[src/rtl/tape_pkg.sv]
package tape_pkg;
  localparam int unsigned WORD_W = 16;
  localparam int unsigned UNIT_W = 3;
  localparam int unsigned MAX_UNITS = 1 << UNIT_W;
  localparam int unsigned XERR_W = 6;

  localparam logic [2:0] OFF_STAT = 3'd0;
  localparam logic [2:0] OFF_CMD  = 3'd1;
  localparam logic [2:0] OFF_BCNT = 3'd2;
  localparam logic [2:0] OFF_MADR = 3'd3;
  localparam logic [2:0] OFF_DBUF = 3'd4;
  localparam logic [2:0] OFF_RLIN = 3'd5;

  localparam logic [2:0] FN_WRITE = 3'd2;
  localparam logic [2:0] FN_WMARK = 3'd3;
  localparam logic [2:0] FN_WGAP  = 3'd6;

  typedef struct packed {
    logic online;
    logic bot;
    logic wlock;
    logic rew;
    logic eof;
    logic eot;
    logic busy;
  } unit_st_t;

  typedef struct packed {
    logic ill;
    logic crc;
    logic par;
    logic dlt;
    logic rle;
    logic bad;
    logic nxm;
  } sticky_t;
endpackage

[src/rtl/tape_lane_merge.sv]
module tape_lane_merge #(
  parameter int unsigned W = 16
) (
  input  logic [W-1:0] cur_i,
  input  logic [W-1:0] wdata_i,
  input  logic         byte_i,
  input  logic         hi_i,
  output logic [W-1:0] merged_o
);
  localparam int unsigned HB = W / 2;

  always_comb begin
    if (!byte_i)   merged_o = wdata_i;
    else if (hi_i) merged_o = {wdata_i[HB-1:0], cur_i[HB-1:0]};
    else           merged_o = {cur_i[W-1:HB], wdata_i[HB-1:0]};
  end
endmodule

[src/rtl/tape_unit_sel.sv]
module tape_unit_sel
  import tape_pkg::*;
#(
  parameter int unsigned NUM_UNITS = 8
) (
  input  logic [NUM_UNITS-1:0] online_i,
  input  logic [NUM_UNITS-1:0] bot_i,
  input  logic [NUM_UNITS-1:0] wlock_i,
  input  logic [NUM_UNITS-1:0] rew_i,
  input  logic [NUM_UNITS-1:0] eof_i,
  input  logic [NUM_UNITS-1:0] eot_i,
  input  logic [NUM_UNITS-1:0] busy_i,
  input  logic [UNIT_W-1:0]    sel_i,
  output unit_st_t             st_o
);
  unit_st_t pad [MAX_UNITS];

  // absent units look offline and idle
  for (genvar g = 0; g < MAX_UNITS; g++) begin : g_pad
    if (g < NUM_UNITS) begin : g_real
      assign pad[g] = '{online: online_i[g], bot: bot_i[g], wlock: wlock_i[g],
                        rew: rew_i[g], eof: eof_i[g], eot: eot_i[g], busy: busy_i[g]};
    end else begin : g_none
      assign pad[g] = '0;
    end
  end

  assign st_o = pad[sel_i];
endmodule

[src/rtl/tape_cmd_ctrl.sv]
module tape_cmd_ctrl
  import tape_pkg::*;
(
  input  logic              clk_i,
  input  logic              rst_ni,
  input  logic              cmd_we_i,
  input  logic [WORD_W-1:0] cmd_wd_i,
  input  unit_st_t          cur_st_i,
  input  unit_st_t          new_st_i,
  input  logic              xfer_done_i,
  input  logic [XERR_W-1:0] xfer_err_i,
  output logic [WORD_W-1:0] cmd_rd_o,
  output sticky_t           sticky_o,
  output logic [UNIT_W-1:0] unit_o,
  output logic [2:0]        func_o,
  output logic              soft_init_o,
  output logic              done_o,
  output logic              err_o,
  output logic              irq_o,
  output logic              go_o
);
  logic [2:0]        func_q;
  logic [1:0]        ext_q;
  logic              ie_q;
  logic              done_q;
  logic [UNIT_W-1:0] unit_q;
  logic              psel_q;
  logic [1:0]        den_q;
  sticky_t           sticky_q;
  logic              irq_q;
  logic              go_q;

  logic              accept;
  logic              bad_go;
  logic [2:0]        wfunc;

  assign err_o = (|sticky_q) | cur_st_i.eof | cur_st_i.eot;
  assign accept = cmd_we_i & done_q;
  assign soft_init_o = accept & cmd_wd_i[12];
  assign wfunc = cmd_wd_i[3:1];
  assign bad_go = !new_st_i.online || new_st_i.busy ||
                  (new_st_i.wlock && (wfunc == FN_WRITE || wfunc == FN_WMARK || wfunc == FN_WGAP));

  always_ff @(posedge clk_i or negedge rst_ni) begin
    if (!rst_ni) begin
      func_q   <= '0;
      ext_q    <= '0;
      ie_q     <= 1'b0;
      done_q   <= 1'b1;
      unit_q   <= '0;
      psel_q   <= 1'b0;
      den_q    <= '0;
      sticky_q <= '0;
      irq_q    <= 1'b0;
      go_q     <= 1'b0;
    end else begin
      go_q <= 1'b0;
      if (xfer_done_i) begin
        done_q       <= 1'b1;
        sticky_q.crc <= sticky_q.crc | xfer_err_i[5];
        sticky_q.par <= sticky_q.par | xfer_err_i[4];
        sticky_q.dlt <= sticky_q.dlt | xfer_err_i[3];
        sticky_q.rle <= sticky_q.rle | xfer_err_i[2];
        sticky_q.bad <= sticky_q.bad | xfer_err_i[1];
        sticky_q.nxm <= sticky_q.nxm | xfer_err_i[0];
        if (ie_q) irq_q <= 1'b1;
      end
      if (cmd_we_i && !done_q) begin
        sticky_q.ill <= 1'b1;
      end else if (soft_init_o) begin
        func_q   <= '0;
        ext_q    <= '0;
        ie_q     <= 1'b0;
        done_q   <= 1'b1;
        unit_q   <= '0;
        psel_q   <= 1'b0;
        den_q    <= '0;
        sticky_q <= '0;
        irq_q    <= 1'b0;
      end else if (accept) begin
        if (!cmd_wd_i[6])                       irq_q <= 1'b0;
        else if ((err_o || done_q) && !ie_q)    irq_q <= 1'b1;
        func_q <= cmd_wd_i[3:1];
        ext_q  <= cmd_wd_i[5:4];
        ie_q   <= cmd_wd_i[6];
        unit_q <= cmd_wd_i[10:8];
        psel_q <= cmd_wd_i[11];
        den_q  <= cmd_wd_i[14:13];
        if (cmd_wd_i[0]) begin
          if (bad_go) begin
            sticky_q.ill <= 1'b1;
            if (cmd_wd_i[6]) irq_q <= 1'b1;
          end else begin
            sticky_q <= '0;
            done_q   <= 1'b0;
            irq_q    <= 1'b0;
            go_q     <= 1'b1;
          end
        end
      end
    end
  end

  assign cmd_rd_o = {err_o, den_q, 1'b0, psel_q, unit_q, done_q, ie_q, ext_q, func_q, 1'b0};
  assign sticky_o = sticky_q;
  assign unit_o   = unit_q;
  assign func_o   = func_q;
  assign done_o   = done_q;
  assign irq_o    = irq_q;
  assign go_o     = go_q;
endmodule

[src/rtl/tape_ctl_regs.sv]
module tape_ctl_regs
  import tape_pkg::*;
#(
  parameter int unsigned NUM_UNITS = 8
) (
  input  logic                 clk_i,
  input  logic                 rst_ni,
  input  logic                 wr_en_i,
  input  logic                 rd_en_i,
  input  logic                 byte_i,
  input  logic [3:0]           addr_i,
  input  logic [15:0]          wdata_i,
  output logic [15:0]          rdata_o,
  input  logic [NUM_UNITS-1:0] unit_online_i,
  input  logic [NUM_UNITS-1:0] unit_bot_i,
  input  logic [NUM_UNITS-1:0] unit_wlock_i,
  input  logic [NUM_UNITS-1:0] unit_rewind_i,
  input  logic [NUM_UNITS-1:0] unit_eof_i,
  input  logic [NUM_UNITS-1:0] unit_eot_i,
  input  logic [NUM_UNITS-1:0] unit_busy_i,
  input  logic                 xfer_done_i,
  input  logic [5:0]           xfer_err_i,
  output logic                 done_o,
  output logic                 err_o,
  output logic                 irq_o,
  output logic                 go_o,
  output logic [2:0]           go_func_o,
  output logic [2:0]           go_unit_o
);
  localparam int unsigned DB_W = WORD_W / 2;

  logic [2:0]        off;
  logic              hi;
  logic [WORD_W-1:0] bcnt_q, madr_q, cmd_rd;
  logic [DB_W-1:0]   dbuf_q;
  logic              rlin_q;
  logic [WORD_W-1:0] cmd_m, bcnt_m, madr_m, dbuf_m;
  logic              soft_init;
  sticky_t           sticky;
  unit_st_t          cur_st, new_st;
  logic [UNIT_W-1:0] unit_sel;
  logic [WORD_W-1:0] stat_word;

  assign off = addr_i[3:1];
  assign hi  = addr_i[0];

  tape_lane_merge #(.W(WORD_W)) u_m_cmd (
    .cur_i(cmd_rd), .wdata_i(wdata_i), .byte_i(byte_i), .hi_i(hi), .merged_o(cmd_m));
  tape_lane_merge #(.W(WORD_W)) u_m_bcnt (
    .cur_i(bcnt_q), .wdata_i(wdata_i), .byte_i(byte_i), .hi_i(hi), .merged_o(bcnt_m));
  tape_lane_merge #(.W(WORD_W)) u_m_madr (
    .cur_i(madr_q), .wdata_i(wdata_i), .byte_i(byte_i), .hi_i(hi), .merged_o(madr_m));
  tape_lane_merge #(.W(WORD_W)) u_m_dbuf (
    .cur_i({{DB_W{1'b0}}, dbuf_q}), .wdata_i(wdata_i), .byte_i(byte_i), .hi_i(hi),
    .merged_o(dbuf_m));

  tape_unit_sel #(.NUM_UNITS(NUM_UNITS)) u_sel_cur (
    .online_i(unit_online_i), .bot_i(unit_bot_i), .wlock_i(unit_wlock_i),
    .rew_i(unit_rewind_i), .eof_i(unit_eof_i), .eot_i(unit_eot_i), .busy_i(unit_busy_i),
    .sel_i(unit_sel), .st_o(cur_st));

  // go legality judged on the unit being written, not the one held
  tape_unit_sel #(.NUM_UNITS(NUM_UNITS)) u_sel_new (
    .online_i(unit_online_i), .bot_i(unit_bot_i), .wlock_i(unit_wlock_i),
    .rew_i(unit_rewind_i), .eof_i(unit_eof_i), .eot_i(unit_eot_i), .busy_i(unit_busy_i),
    .sel_i(cmd_m[10:8]), .st_o(new_st));

  tape_cmd_ctrl u_ctrl (
    .clk_i(clk_i), .rst_ni(rst_ni),
    .cmd_we_i(wr_en_i && off == OFF_CMD), .cmd_wd_i(cmd_m),
    .cur_st_i(cur_st), .new_st_i(new_st),
    .xfer_done_i(xfer_done_i), .xfer_err_i(xfer_err_i),
    .cmd_rd_o(cmd_rd), .sticky_o(sticky), .unit_o(unit_sel), .func_o(go_func_o),
    .soft_init_o(soft_init), .done_o(done_o), .err_o(err_o), .irq_o(irq_o), .go_o(go_o));

  assign go_unit_o = unit_sel;

  always_ff @(posedge clk_i or negedge rst_ni) begin
    if (!rst_ni) begin
      bcnt_q <= '0;
      madr_q <= '0;
      dbuf_q <= '0;
      rlin_q <= 1'b0;
    end else if (soft_init) begin
      bcnt_q <= '0;
      madr_q <= '0;
      dbuf_q <= '0;
      rlin_q <= 1'b0;
    end else begin
      if (wr_en_i && off == OFF_BCNT) bcnt_q <= bcnt_m;
      if (wr_en_i && off == OFF_MADR) madr_q <= madr_m;
      if (wr_en_i && off == OFF_DBUF && !(byte_i && hi)) dbuf_q <= dbuf_m[DB_W-1:0];
      if (rd_en_i && off == OFF_RLIN) rlin_q <= ~rlin_q;
    end
  end

  assign stat_word = {sticky.ill, cur_st.eof, sticky.crc, sticky.par, sticky.dlt, cur_st.eot,
                      sticky.rle, sticky.bad, sticky.nxm, cur_st.online, cur_st.bot,
                      2'b00, cur_st.wlock, cur_st.rew, ~cur_st.busy};

  always_comb begin
    unique case (off)
      OFF_STAT: rdata_o = stat_word;
      OFF_CMD:  rdata_o = cmd_rd;
      OFF_BCNT: rdata_o = bcnt_q;
      OFF_MADR: rdata_o = madr_q;
      OFF_DBUF: rdata_o = {{DB_W{1'b0}}, dbuf_q};
      OFF_RLIN: rdata_o = {~rlin_q, 15'd0};
      default:  rdata_o = '0;
    endcase
  end
endmodule

[config.mk]
export PLATFORM = sky130hd
export DESIGN_NAME = tape_ctl_regs
export DESIGN_NICKNAME = d
export VERILOG_FILES = /design/src/rtl/tape_pkg.sv /design/src/rtl/tape_lane_merge.sv /design/src/rtl/tape_unit_sel.sv /design/src/rtl/tape_cmd_ctrl.sv /design/src/rtl/tape_ctl_regs.sv
export SDC_FILE = /design/constraint.sdc
export NUM_CORES = 1
export LEC_CHECK = 0
export BUFFER_PORTS_ARGS = -buffer_cell sky130_fd_sc_hd__buf_2
export CELL_PAD_IN_SITES_DETAIL_PLACEMENT = 1
export CELL_PAD_IN_SITES_GLOBAL_PLACEMENT = 1
export CORE_ASPECT_RATIO = 0.5
export CORE_MARGIN = 3
export CORE_UTILIZATION = 40
export DETAILED_ROUTE_END_ITERATION = 7
export HOLD_SLACK_MARGIN = 0.08
export MAX_ROUTING_LAYER = met4
export PLACE_DENSITY_LB_ADDON = 0.1
export SLEW_MARGIN = 20
export SYNTH_ARGS = -nofsm -noshare
export SYNTH_HDL_FRONTEND = slang
export SYNTH_SLANG_ARGS = --single-unit
[constraint.sdc]
create_clock -name clk_i -period 3.33 [get_ports clk_i]
set_input_delay 0.666 -clock clk_i [delete_from_list [all_inputs] [get_ports clk_i]]
set_output_delay 0.666 -clock clk_i [all_outputs]
set_load 0.005 [all_outputs]
=== Word level (Yosys, flattened, before mapping) ===
Cells that the tools add are included.

* Order comparisons: 2
* Equal/unequal tests: 10
* Muxes and demuxes: 62
* Bitwise operators: 15
* Reduce and logical (&&, ||, !) cells: 37

{| class="wikitable"
|+ Operators by type and width
! cell !! number
|-
| $mux 16 || 6
|-
| $pmux 16 s6 || 1
|-
| $mux 7 || 7
|-
| $bmux 7 s3 || 2
|-
| $mux 8 || 4
|-
| $mux 15 || 2
|-
| $mux 1 || 29
|-
| $mux 6 || 3
|-
| $reduce_and 2->1 || 7
|-
| $eq 3x2->1 const B || 4
|-
| $mux 3 || 4
|-
| $logic_and 1x1->1 || 10
|-
| $reduce_bool 2->1 || 5
|-
| $eq 3x3->1 const B || 3
|-
| $ge 4x4->1 const B || 2
|-
| $mux 2 || 4
|-
| $not 3->4 || 2
|-
| $or 1x1->1 || 8
|-
| $reduce_or 7->1 || 1
|-
| $reduce_and 3->1 || 2
|-
| $reduce_bool 3->1 || 2
|-
| $logic_or 1x1->1 || 5
|-
| $logic_not 1->1 || 4
|-
| $eq 3x1->1 const B || 1
|-
| other kinds (5) || 8
|}

* Register bits after elaboration: 63
* Input port bits: 88
* Output and inout port bits: 26
* Logic and storage cells: 148

=== Depth between registers and ports, before layout ===
Gate-level depths: netlist of run 1.

* Depth in word-level cells: 16
* Gate-level depth with buffers: 8
* Mapped depth without buffers: 6

=== Cells and area by module ===
From an unflattened synthesis of run 1, not the netlist that was laid out.

* Cell total of the unflattened synthesis: 571
* Area total of the unflattened synthesis: 5,728.0 sq um

{| class="wikitable"
|+ Modules (own cells, without submodules)
! module !! times used !! cells each !! area each (sq um) !! sequential area each (sq um)
|-
| tape_ctl_regs || 1 || 259 || 2,442.3 || 1,026.0
|-
| tape_lane_merge || 4 || 36 || 316.6 || 0.0
|-
| tape_cmd_ctrl || 1 || 118 || 1,048.5 || 551.8
|-
| tape_unit_sel || 2 || 25 || 485.5 || 0.0
|}

=== Least setup slack after synthesis of run 1 ===
OpenSTA, ideal clock, no wires.

* Path type: reg2out
* Start point: register u_ctrl.unit_q[2], in the netlist u_ctrl.unit_o[2]
* End point: output port rdata_o[14]
* Arrival: 1.991 ns
* Data required time: 2.664 ns
* Slack: 0.673 ns
* Stages on the path, launching flop included: 6
* Buffers on the path: 1
* Path through: dfrtp_1 -> buf_1 -> mux4_2 -> mux2_2 -> mux4_2 -> and2_1

* Cells in the longest elaborated chain, start to end: 5

{| class="wikitable"
|+ RTL lines
! item !! RTL line !! RTL
|-
| start: declaration || tape_cmd_ctrl.sv:26 || <nowiki>logic [UNIT_W-1:0] unit_q;</nowiki>
|-
| start signal: assignment || tape_cmd_ctrl.sv:86 || <nowiki>unit_q <= cmd_wd_i[10:8];</nowiki>
|-
| $not 3->4 (implied by the code) || tape_unit_sel.sv:28 || <nowiki>assign st_o = pad[sel_i];</nowiki>
|-
| $bmux 7 s3 || tape_unit_sel.sv:28 ||
|-
| $mux 7 (implied by the code) (2 in a row) || tape_unit_sel.sv:28 ||
|-
| $pmux 16 s6 || tape_ctl_regs.sv:102 || <nowiki>unique case (off)</nowiki>
|-
| end: declaration || tape_ctl_regs.sv:13 || <nowiki>output logic [15:0] rdata_o,</nowiki>
|}

No other way between the ends. The select of a mux whose other input is x is not followed.

=== Final worst setup path of run 1 ===
* Start point: register u_ctrl.unit_q[0], in the netlist u_ctrl.unit_o[0]
* End point: output port rdata_o[6]

Same word-level chain as after synthesis.

==> impl_metrics.env, run 1 <==
export IMPL_area_growth_pct=24.3
export IMPL_place_hpwl_um=11000
export IMPL_crit_path_top_delay_cell="mux4_2"
export IMPL_numCtsBuffers=9
export IMPL_timing_hold_ws_ns=0.478
export IMPL_synth_xor_area_share_pct=0.211
export IMPL_synth_cells=442
export IMPL_crit_fanout=11
export IMPL_synth_compound_area_share_pct=17.7
export IMPL_grt_pass1_vias=4202
export IMPL_crit_chain="buf_4 > mux4_2 > mux2i_1 > nor2_1 > a221oi_1 > a21oi_1 > buf_2"
export IMPL_setup_tns_ns=0
export IMPL_cts_sinks=63
export IMPL_synth_largest_area_cell="dfrtp_1"
export IMPL_die_w_um=150
export IMPL_drive_gt1_share_pct=35.1
export IMPL_criticalPathCategory="reg2out"
export IMPL_drc=0
export IMPL_grt_use_total_pct=26.2
export IMPL_ys_types=50
export IMPL_diodes=0
export IMPL_final_common_cell="buf_2"
export IMPL_postRouteAntennaNets=0
export IMPL_synthMuxAreaShare_pct=20.9
export IMPL_arrival_ns=2.54
export IMPL_worstMarginPinSlew_ns=0.830
export IMPL_drt_iter0_drc=221
export IMPL_rsz0062_at_grt="false"
export IMPL_yosys_top_cells_area="dfrtp_1 (37%), mux4_2 (11%), mux2i_1 (6.8%)"
export IMPL_cts_tree="done"
export IMPL_rows=25
export IMPL_fmax_mhz=312
export IMPL_grt_pass1_wl_um=22900
export IMPL_io_buffers=113
export IMPL_ys_ff_latch=63
export IMPL_total_power_mw=2.67
export IMPL_postCtsSetupRepairBufs=0
export IMPL_placed_cell_area_um2=4870
export IMPL_grt_overflow=0
export IMPL_holdBufCountCts=0
export IMPL_p_per_area_nw_per_um2=517
export IMPL_syn_nets=530
export IMPL_wirelength_um=14400
export IMPL_synth_edf_count=0
export IMPL_ys_seq_area_share_pct=38.0
export IMPL_post_cts_resized=0
export IMPL_clock_skew_ns=0.00401
export IMPL_clock_latency_ns=0.33
export IMPL_hold_viol=0
export IMPL_leakagePower_nw=2.40
export IMPL_die_height_um=78.0
export IMPL_htreeDepth=3
export IMPL_setup_viol=0
export IMPL_cp_required_ns=2.66
export IMPL_fin_crit_ns=3.20
export IMPL_yosysTopAreaCellShare_pct=37.4
export IMPL_grt_max_degree=64
export IMPL_async_reset_ff_share_pct=100
export IMPL_via_count=3971
export IMPL_die_area_um2=11700
export IMPL_clock_path_buffers=2
export IMPL_setup_ws_ns=0.126
export IMPL_coreArea_um2=9760
export IMPL_cp_start_kind="flop"
export IMPL_slowest_delay_ns=0.54
export IMPL_antenna_found_initial=0
export IMPL_yosysWarnings=0
export IMPL_synth_simple_gate_area_share_pct=17.3
export IMPL_drt_pre_antenna_iters=4
export IMPL_finalWeightedCongestion=0.843
export IMPL_status="finished clean"
export IMPL_critPathCaptureType="output port"
export IMPL_finalCritPeriodShare_pct=96.2
export IMPL_mostFrequentLayoutCells="buf_2 (113), dfrtp_1 (62), nand2_1 (59)"
export IMPL_vias_per_cell=5.75
export IMPL_slew_viol_final=0
export IMPL_synthFlopType="dfrtp_1"
export IMPL_synthAdderAreaFrac_pct=0
export IMPL_vdd_drop_max_mv=0.249
export IMPL_syn_avg_cell_area_um2=9.39
export IMPL_cts_reportedPaths_clkPinSlew_ns=0.06
export IMPL_synth_area_um2=4150
export IMPL_min_path_type="reg2reg"
export IMPL_maxCapViolations=0
export IMPL_max_slew_margin_pct=44.7
export IMPL_initial_utilization_pct=42.5
export IMPL_wl_per_cell_um=20.8
export IMPL_ios=114
export IMPL_dp_worst_setup_slack_ns=0.346
export IMPL_nNetsFinal=639
export IMPL_design_area_um2=5160
export IMPL_cts_root_buf="clkbuf_16"
export IMPL_synth_top_family_by_area="multiplexers"
synthesized netlist by cell type (all sizes together) (10+ instances only):
master and n:
and2 10, nand2 59, dfrtp 62, nor2 37, a21oi 34, mux2i 29
inv 15, buf 18, clkbuf 18, mux4 20, o21ai 34, nand3 16
mux2 11
routing by layer:
| metal | share of wire [%] | routed length (um) | track usage [%] | up-vias |
|---|---|---|---|---|
| met3 | 5.4 | 782 | 4.90 | 13 |
| met2 | 45 | 6510 | 39.6 | 132 |
| li1 | - | - | - | 1830 |
| met4 | 0.84 | 121 | 5.47 | 0 |
| met5 | 0 | 0 | - | - |
| met1 | 48 | 6950 | 37.2 | 1996 |
cell families after synthesis:
family | after synthesis
AO/OA/AOI/OAI | 115
flip-flops | 63
buffers and inverters | 51
XOR/XNOR | 1
AND/OR/NAND/NOR | 152
multiplexers | 60
flip-flops by register name, summed over array words and instances, names as in the netlist:
| signal | flops |
|---|---|
| bcnt_q | 16 |
| dbuf_q | 8 |
| madr_q | 16 |
| rlin_q | 1 |
| u_ctrl.den_q | 2 |
| u_ctrl.done_o | 1 |
| u_ctrl.ext_q | 2 |
| u_ctrl.func_o | 3 |
| u_ctrl.go_o | 1 |
| u_ctrl.ie_q | 1 |
| u_ctrl.irq_o | 1 |
| u_ctrl.psel_q | 1 |
| u_ctrl.sticky_o | 7 |
| u_ctrl.unit_o | 3 |
through the flow:
| step | std cells | utilization (%) |
|---|---|---|
| CTS | 691 | 52.8 |
| global placement | 675 | 49.9 |
| detailed placement | 675 | 49.9 |
| finish | 691 | 52.8 |
| floorplan | 442 | - |
| global route | 691 | 52.8 |
where the power goes:
group          total (mW)  internal [mW]  switching, mW
combinational       0.727          0.364          0.363
clock               0.897          0.545          0.351
sequential           1.04          0.919          0.124
total                2.67           1.83          0.838
worst max-delay path, delay by kind of cell, from the launching register on:
kind	cells	cell delay [ns]
DFF	1	0.52
buffers and inverters	2	0.45
AOI/OAI and AO/OA	2	0.36
muxes	2	0.77
and+or+nand+nor	1	0.08
path summary, 6_finish.rpt:
path	start	end	slack, ns	depth (start not counted)
setup / recovery	u_ctrl.unit_o[0]	rdata_o[6]	0.13	7
hold / removal	bcnt_q[9]	bcnt_q[9]	0.48	2
setup reg to reg	u_ctrl.unit_o[1]	u_ctrl.go_o	0.57	7
hold reg to reg	bcnt_q[9]	bcnt_q[9]	0.48	2
max in group asynchronous	rst_ni	bcnt_q[1]	2.26	2
min in group asynchronous	rst_ni	u_ctrl.den_q[1]	0.50	2
area by class of cell:
| cell class | instances | area [um^2] |
|---|---|---|
| inverters | 15 | 56.3 |
| repair buffers | 134 | 736 |
| fillers | 1172 | 4600 |
| flip-flops and latches | 63 | 1580 |
| clock buffers | 12 | 256 |
| clock inverters | 4 | 30.0 |
| well taps | 135 | 169 |
| multi-input cells | 328 | 2330 |
(Power assumes the default switching activity.)
==> run 2: changes to the inputs <==
--- a/config.mk
+++ b/config.mk
@@ -6,16 +6,16 @@
 export NUM_CORES = 1
 export LEC_CHECK = 0
 export BUFFER_PORTS_ARGS = -buffer_cell sky130_fd_sc_hd__buf_2
-export CELL_PAD_IN_SITES_DETAIL_PLACEMENT = 1
-export CELL_PAD_IN_SITES_GLOBAL_PLACEMENT = 1
+export CELL_PAD_IN_SITES_DETAIL_PLACEMENT = 2
+export CELL_PAD_IN_SITES_GLOBAL_PLACEMENT = 2
 export CORE_ASPECT_RATIO = 0.5
 export CORE_MARGIN = 3
-export CORE_UTILIZATION = 40
+export CORE_UTILIZATION = 32
+export CTS_BUF_LIST = sky130_fd_sc_hd__clkbuf_16
 export DETAILED_ROUTE_END_ITERATION = 7
 export HOLD_SLACK_MARGIN = 0.08
 export MAX_ROUTING_LAYER = met4
 export PLACE_DENSITY_LB_ADDON = 0.1
-export SLEW_MARGIN = 20
 export SYNTH_ARGS = -nofsm -noshare
 export SYNTH_HDL_FRONTEND = slang
 export SYNTH_SLANG_ARGS = --single-unit
==> impl_metrics.env, run 2 (synthesized netlist as in run 1, its figures left out) <==
export IMPL_clock_latency_ns=0.33
export IMPL_io_buffers=113
export IMPL_rows=28
export IMPL_grt_use_total_pct=23.6
export IMPL_place_hpwl_um=12400
export IMPL_status="finished clean"
export IMPL_die_w_um=167
export IMPL_wl_per_cell_um=22.6
export IMPL_fin_crit_ns=3.17
export IMPL_rr_startpoint="u_ctrl.unit_o[2]"
export IMPL_slew_viol_final=0
export IMPL_hold_viol=0
export IMPL_cts_reportedPaths_clkPinSlew_ns=0.05
export IMPL_area_growth_pct=24.8
export IMPL_fin_cells=723
export IMPL_grt_overflow=0
export IMPL_dp_cells=702
export IMPL_cp_start_kind="flop"
export IMPL_critPathCaptureType="output port"
export IMPL_final_common_cell="buf_2"
export IMPL_clock_path_buffers=2
export IMPL_cp_required_ns=2.66
export IMPL_diodes=0
export IMPL_drt_pre_antenna_iters=4
export IMPL_via_count=3993
export IMPL_hp_start="bcnt_q[15]"
export IMPL_grt_max_degree=64
export IMPL_drt_iter0_drc=189
export IMPL_criticalPathCategory="reg2out"
export IMPL_clock_skew_ns=0.00803
export IMPL_nFillCells=1380
export IMPL_worstSetupStartpoint="u_ctrl.unit_o[1]"
export IMPL_path_buf_inv=2
export IMPL_cts_root_buf="clkbuf_16"
export IMPL_crit_path_top_delay_cell="dfrtp_1"
export IMPL_rsz0062_at_grt="false"
export IMPL_initial_utilization_pct=33.9
export IMPL_holdBufCountCts=0
export IMPL_crit_chain="inv_1 > mux2_2 > mux4_2 > and2_1 > buf_2"
export IMPL_postRouteAntennaNets=0
export IMPL_cts_sinks=63
export IMPL_dp_worst_setup_slack_ns=0.236
export IMPL_setup_tns_ns=0
export IMPL_crit_family="multiplexers"
export IMPL_die_height_um=86.5
export IMPL_maxCapViolations=0
export IMPL_crit_fanout=14
export IMPL_largestRegisters="bcnt_q x16, madr_q x16, dbuf_q x8"
export IMPL_finalCritPeriodShare_pct=95.3
export IMPL_numCtsBuffers=9
export IMPL_vias_per_cell=5.52
export IMPL_drive_gt1_share_pct=35.3
export IMPL_total_power_mw=2.67
export IMPL_coreArea_um2=12200
export IMPL_arrival_ns=2.51
export IMPL_die_area_um2=14500
export IMPL_vdd_drop_max_mv=0.220
export IMPL_antenna_found_initial=0
export IMPL_finalWeightedCongestion=0.871
export IMPL_setup_viol=0
export IMPL_slowest_delay_ns=0.79
export IMPL_worstMarginPinSlew_ns=1.15
export IMPL_grt_pass1_wl_um=25400
export IMPL_htreeDepth=3
export IMPL_mostFrequentLayoutCells="buf_2 (113), dfrtp_1 (61), nand2_1 (59)"
export IMPL_cts_tree="done"
export IMPL_p_per_area_nw_per_um2=516
export IMPL_drc=0
export IMPL_fmax_mhz=315
export IMPL_nNetsFinal=641
export IMPL_wirelength_um=16300
export IMPL_leakagePower_nw=2.40
export IMPL_min_path_type="reg2reg"
export IMPL_ios=114
export IMPL_grt_pass1_vias=4289
export IMPL_max_slew_margin_pct=22.5
export IMPL_setup_ws_ns=0.158
[run 2: stage by stage]
step           hold WS [ns]  instance area, um^2  util [%]
2_1_floorplan         0.370                 4150         -
3_3_place_gp          0.458                 4870      39.9
3_5_place_dp          0.470                 4870      39.9
4_1_cts               0.488                 5140      42.0
5_1_grt               0.515                 5180      42.4
6_report              0.482                 5180      42.4
[run 2: path summary, 6_finish.rpt]
path	to	slack, ns	cells past startpoint
setup / recovery	rdata_o[14]	0.16	5
hold / removal	bcnt_q[15]	0.48	2
setup reg to reg	u_ctrl.go_o	0.56	8
hold reg to reg	bcnt_q[15]	0.48	2
max in group asynchronous	u_ctrl.unit_o[0]	2.17	2
min in group asynchronous	u_ctrl.psel_q	0.53	2
[run 2: area by class of cell]
cell class | instances | area, um^2 | area share (%)
Multi-Input combinational cell | 328 | 2330 | 45.0
Sequential cell | 63 | 1580 | 30.5
Timing Repair Buffer | 136 | 738 | 14.3
Clock buffer | 9 | 225 | 4.35
Tap cell | 165 | 206 | 3.99
Inverter | 15 | 56.3 | 1.09
Clock inverter | 7 | 41.3 | 0.797
[run 2: power breakdown]
| part | switching [mW] | leakage (nW) | internal, mW | total, mW |
|---|---|---|---|---|
| clock network | 0.363 | 0.130 | 0.497 | 0.860 |
| logic | 0.390 | 1.49 | 0.377 | 0.766 |
| registers | 0.128 | 0.781 | 0.919 | 1.05 |
| total | 0.880 | 2.40 | 1.79 | 2.67 |
[run 2: repair_timing]
item | CTS | global route
endpoints found under the hold margin | 0 | 0
gates resized for setup | 1 | 0
setup buffers | 0 | 5
endpoints found under the setup margin | 1 | 1
cloned | 0 | 0
[run 2: layer usage]
metal / GRT usage [%] / wire, um
met1: 34.3 / 8120
met2: 35.9 / 7400
met3: 3.69 / 764
met4: 2.92 / 54
met5: - / 0
[run 2: worst reg2reg max path, cell delays in order (launching register included)]
cell       delay (ns)
dfrtp_1          0.51
buf_4            0.24
mux2_2           0.34
a2111oi_0        0.46
a2111oi_0        0.15
nor4_2           0.41
o2111a_1         0.25
buf_4            0.20
and2_1           0.15
==> run 3: changes to the inputs <==
--- a/config.mk
+++ b/config.mk
@@ -6,10 +6,11 @@
 export NUM_CORES = 1
 export LEC_CHECK = 0
 export BUFFER_PORTS_ARGS = -buffer_cell sky130_fd_sc_hd__buf_2
+export CAP_MARGIN = 15
 export CELL_PAD_IN_SITES_DETAIL_PLACEMENT = 2
 export CELL_PAD_IN_SITES_GLOBAL_PLACEMENT = 2
 export CORE_ASPECT_RATIO = 0.5
-export CORE_MARGIN = 3
+export CORE_MARGIN = 2
 export CORE_UTILIZATION = 32
 export CTS_BUF_LIST = sky130_fd_sc_hd__clkbuf_16
 export DETAILED_ROUTE_END_ITERATION = 7
==> impl_metrics.env, run 3 (synthesized netlist as in run 1, its figures left out) <==
export IMPL_drt_pre_antenna_iters=4
export IMPL_setup_tns_ns=0
export IMPL_crit_fanout=8
export IMPL_criticalPathCategory="reg2out"
export IMPL_worstSetupStartpoint="u_ctrl.unit_o[0]"
export IMPL_cp_start_kind="flop"
export IMPL_drive_gt1_share_pct=35.9
export IMPL_mostFrequentLayoutCells="buf_2 (113), dfrtp_1 (61), nand2_1 (59)"
export IMPL_numCtsBuffers=9
export IMPL_coreArea_um2=12700
export IMPL_rr_startpoint="u_ctrl.unit_o[2]"
export IMPL_initial_utilization_pct=32.8
export IMPL_multi_input_area_um2=2330
export IMPL_placed_cell_area_um2=4960
export IMPL_reg2regPathDepth=7
export IMPL_p_per_area_nw_per_um2=513
export IMPL_max_slew_margin_pct=43.1
export IMPL_leakagePower_nw=2.43
export IMPL_cts_root_buf="clkbuf_16"
export IMPL_regArea_um2=1580
export IMPL_vias_per_cell=5.44
export IMPL_drt_iter0_drc=171
export IMPL_r2r_end="u_ctrl.go_o"
export IMPL_setup_viol=0
export IMPL_cts_tree="done"
export IMPL_fmax_mhz=318
export IMPL_timing_critical_path_to="rdata_o[14]"
export IMPL_place_hpwl_um=12900
export IMPL_largestRegisters="bcnt_q x16, madr_q x16, dbuf_q x8"
export IMPL_grt_pass1_vias=4440
export IMPL_drc=0
export IMPL_io_buffers=113
export IMPL_nFillCells=1413
export IMPL_clock_latency_ns=0.34
export IMPL_postLayoutCoreUtil_pct=41.3
export IMPL_die_area_um2=14000
export IMPL_holdBufCountCts=0
export IMPL_antenna_found_initial=0
export IMPL_via_count=3984
export IMPL_cp_required_ns=2.66
export IMPL_grt_pass1_wl_um=26200
export IMPL_min_path_type="in2async"
export IMPL_die_w_um=165
export IMPL_htreeDepth=3
export IMPL_cts_reportedPaths_clkPinSlew_ns=0.06
export IMPL_diodes=0
export IMPL_slew_viol_final=0
export IMPL_cts_sinks=63
export IMPL_clock_path_buffers=2
export IMPL_nNetsFinal=645
export IMPL_clock_skew_ns=0.00656
export IMPL_final_common_cell="buf_2"
export IMPL_rsz0062_at_grt="false"
export IMPL_vdd_drop_max_mv=0.208
export IMPL_hold_viol=0
export IMPL_rows=29
export IMPL_finalCritPeriodShare_pct=94.4
export IMPL_worstMarginPinSlew_ns=0.844
export IMPL_ios=114
export IMPL_fin_crit_ns=3.14
export IMPL_arrival_ns=2.48
export IMPL_grt_max_degree=40
export IMPL_finalWeightedCongestion=0.828
export IMPL_critPathCaptureType="output port"
export IMPL_timing_hold_ws_ns=0.361
export IMPL_regToRegSetupSlack_ns=0.54
export IMPL_maxCapViolations=0
export IMPL_grt_overflow=0
export IMPL_die_height_um=84.5
export IMPL_grt_use_total_pct=25.9
export IMPL_postRouteAntennaNets=0
export IMPL_wirelength_um=16400
export IMPL_design_area_um2=5230
export IMPL_area_growth_pct=26.1
export IMPL_wl_per_cell_um=22.4
export IMPL_total_power_mw=2.69
export IMPL_status="finished clean"
==> run 3: cell types whose count changed in the layout (fill, tap and decap cells not counted) <==
| cell | delta |
|---|---|
| buf_12 | +1 |
| buf_4 | +3 |
| clkinvlp_4 | -1 |
| inv_1 | -1 |
| inv_6 | +2 |
==> run 3: worst max-delay path, stage by stage, from the launching register on <==
cell and delay, ns:
dfrtp_2 0.51, mux4_2 0.54, mux2_2 0.33, mux4_2 0.47
and2_1 0.17, buf_2 0.12
==> run 3: worst min-delay path by stage <==
stage / slack, ns / from / to / depth (start not counted)
floorplan: 0.37 / rst_ni / bcnt_q[0] / 0
CTS: 0.39 / rst_ni / madr_q[3] / 1
global placement: 0.46 / madr_q[10] / madr_q[10] / 2
global route: 0.40 / rst_ni / madr_q[3] / 1
detailed placement: 0.47 / u_ctrl.psel_q / u_ctrl.psel_q / 2
finish: 0.36 / rst_ni / u_ctrl.func_o[2] / 1
==> run 3: power by group <==
part,total (mW),internal [mW],switching [mW]
logic,0.758,0.368,0.390
clock network,0.881,0.505,0.376
registers,1.05,0.919,0.127
total,2.69,1.79,0.894
==> run 3: metal layers <==
metal	vias up	track usage (%)	wire length (um)
met3	11	4.05	777
met2	114	38.0	7320
met1	2017	38.3	8210
met5	-	-	0
met4	0	4.27	118
li1	1842	-	-
==> run 3: area by class of cell <==
class | count | share of cell area, %
flip-flops and latches | 63 | 30.2
inverters | 15 | 1.08
repair buffers | 140 | 14.9
well taps | 170 | 4.06
clock inverters | 7 | 0.908
multi-input cells | 328 | 44.6
clock buffers | 9 | 4.30
==> run 3: timing repair <==
action,4_1_cts,5_1_grt
buffers inserted,0,0
resized for setup,1,0
setup endpoints to repair,3,0
==> run 3: through the flow <==
stage / worst slack, ns / std cells
floorplan: 0.673 / 442
global placement: 0.346 / 716
detailed placement: 0.302 / 716
CTS: 0.118 / 732
global route: 0.00970 / 732
finish: 0.187 / 732
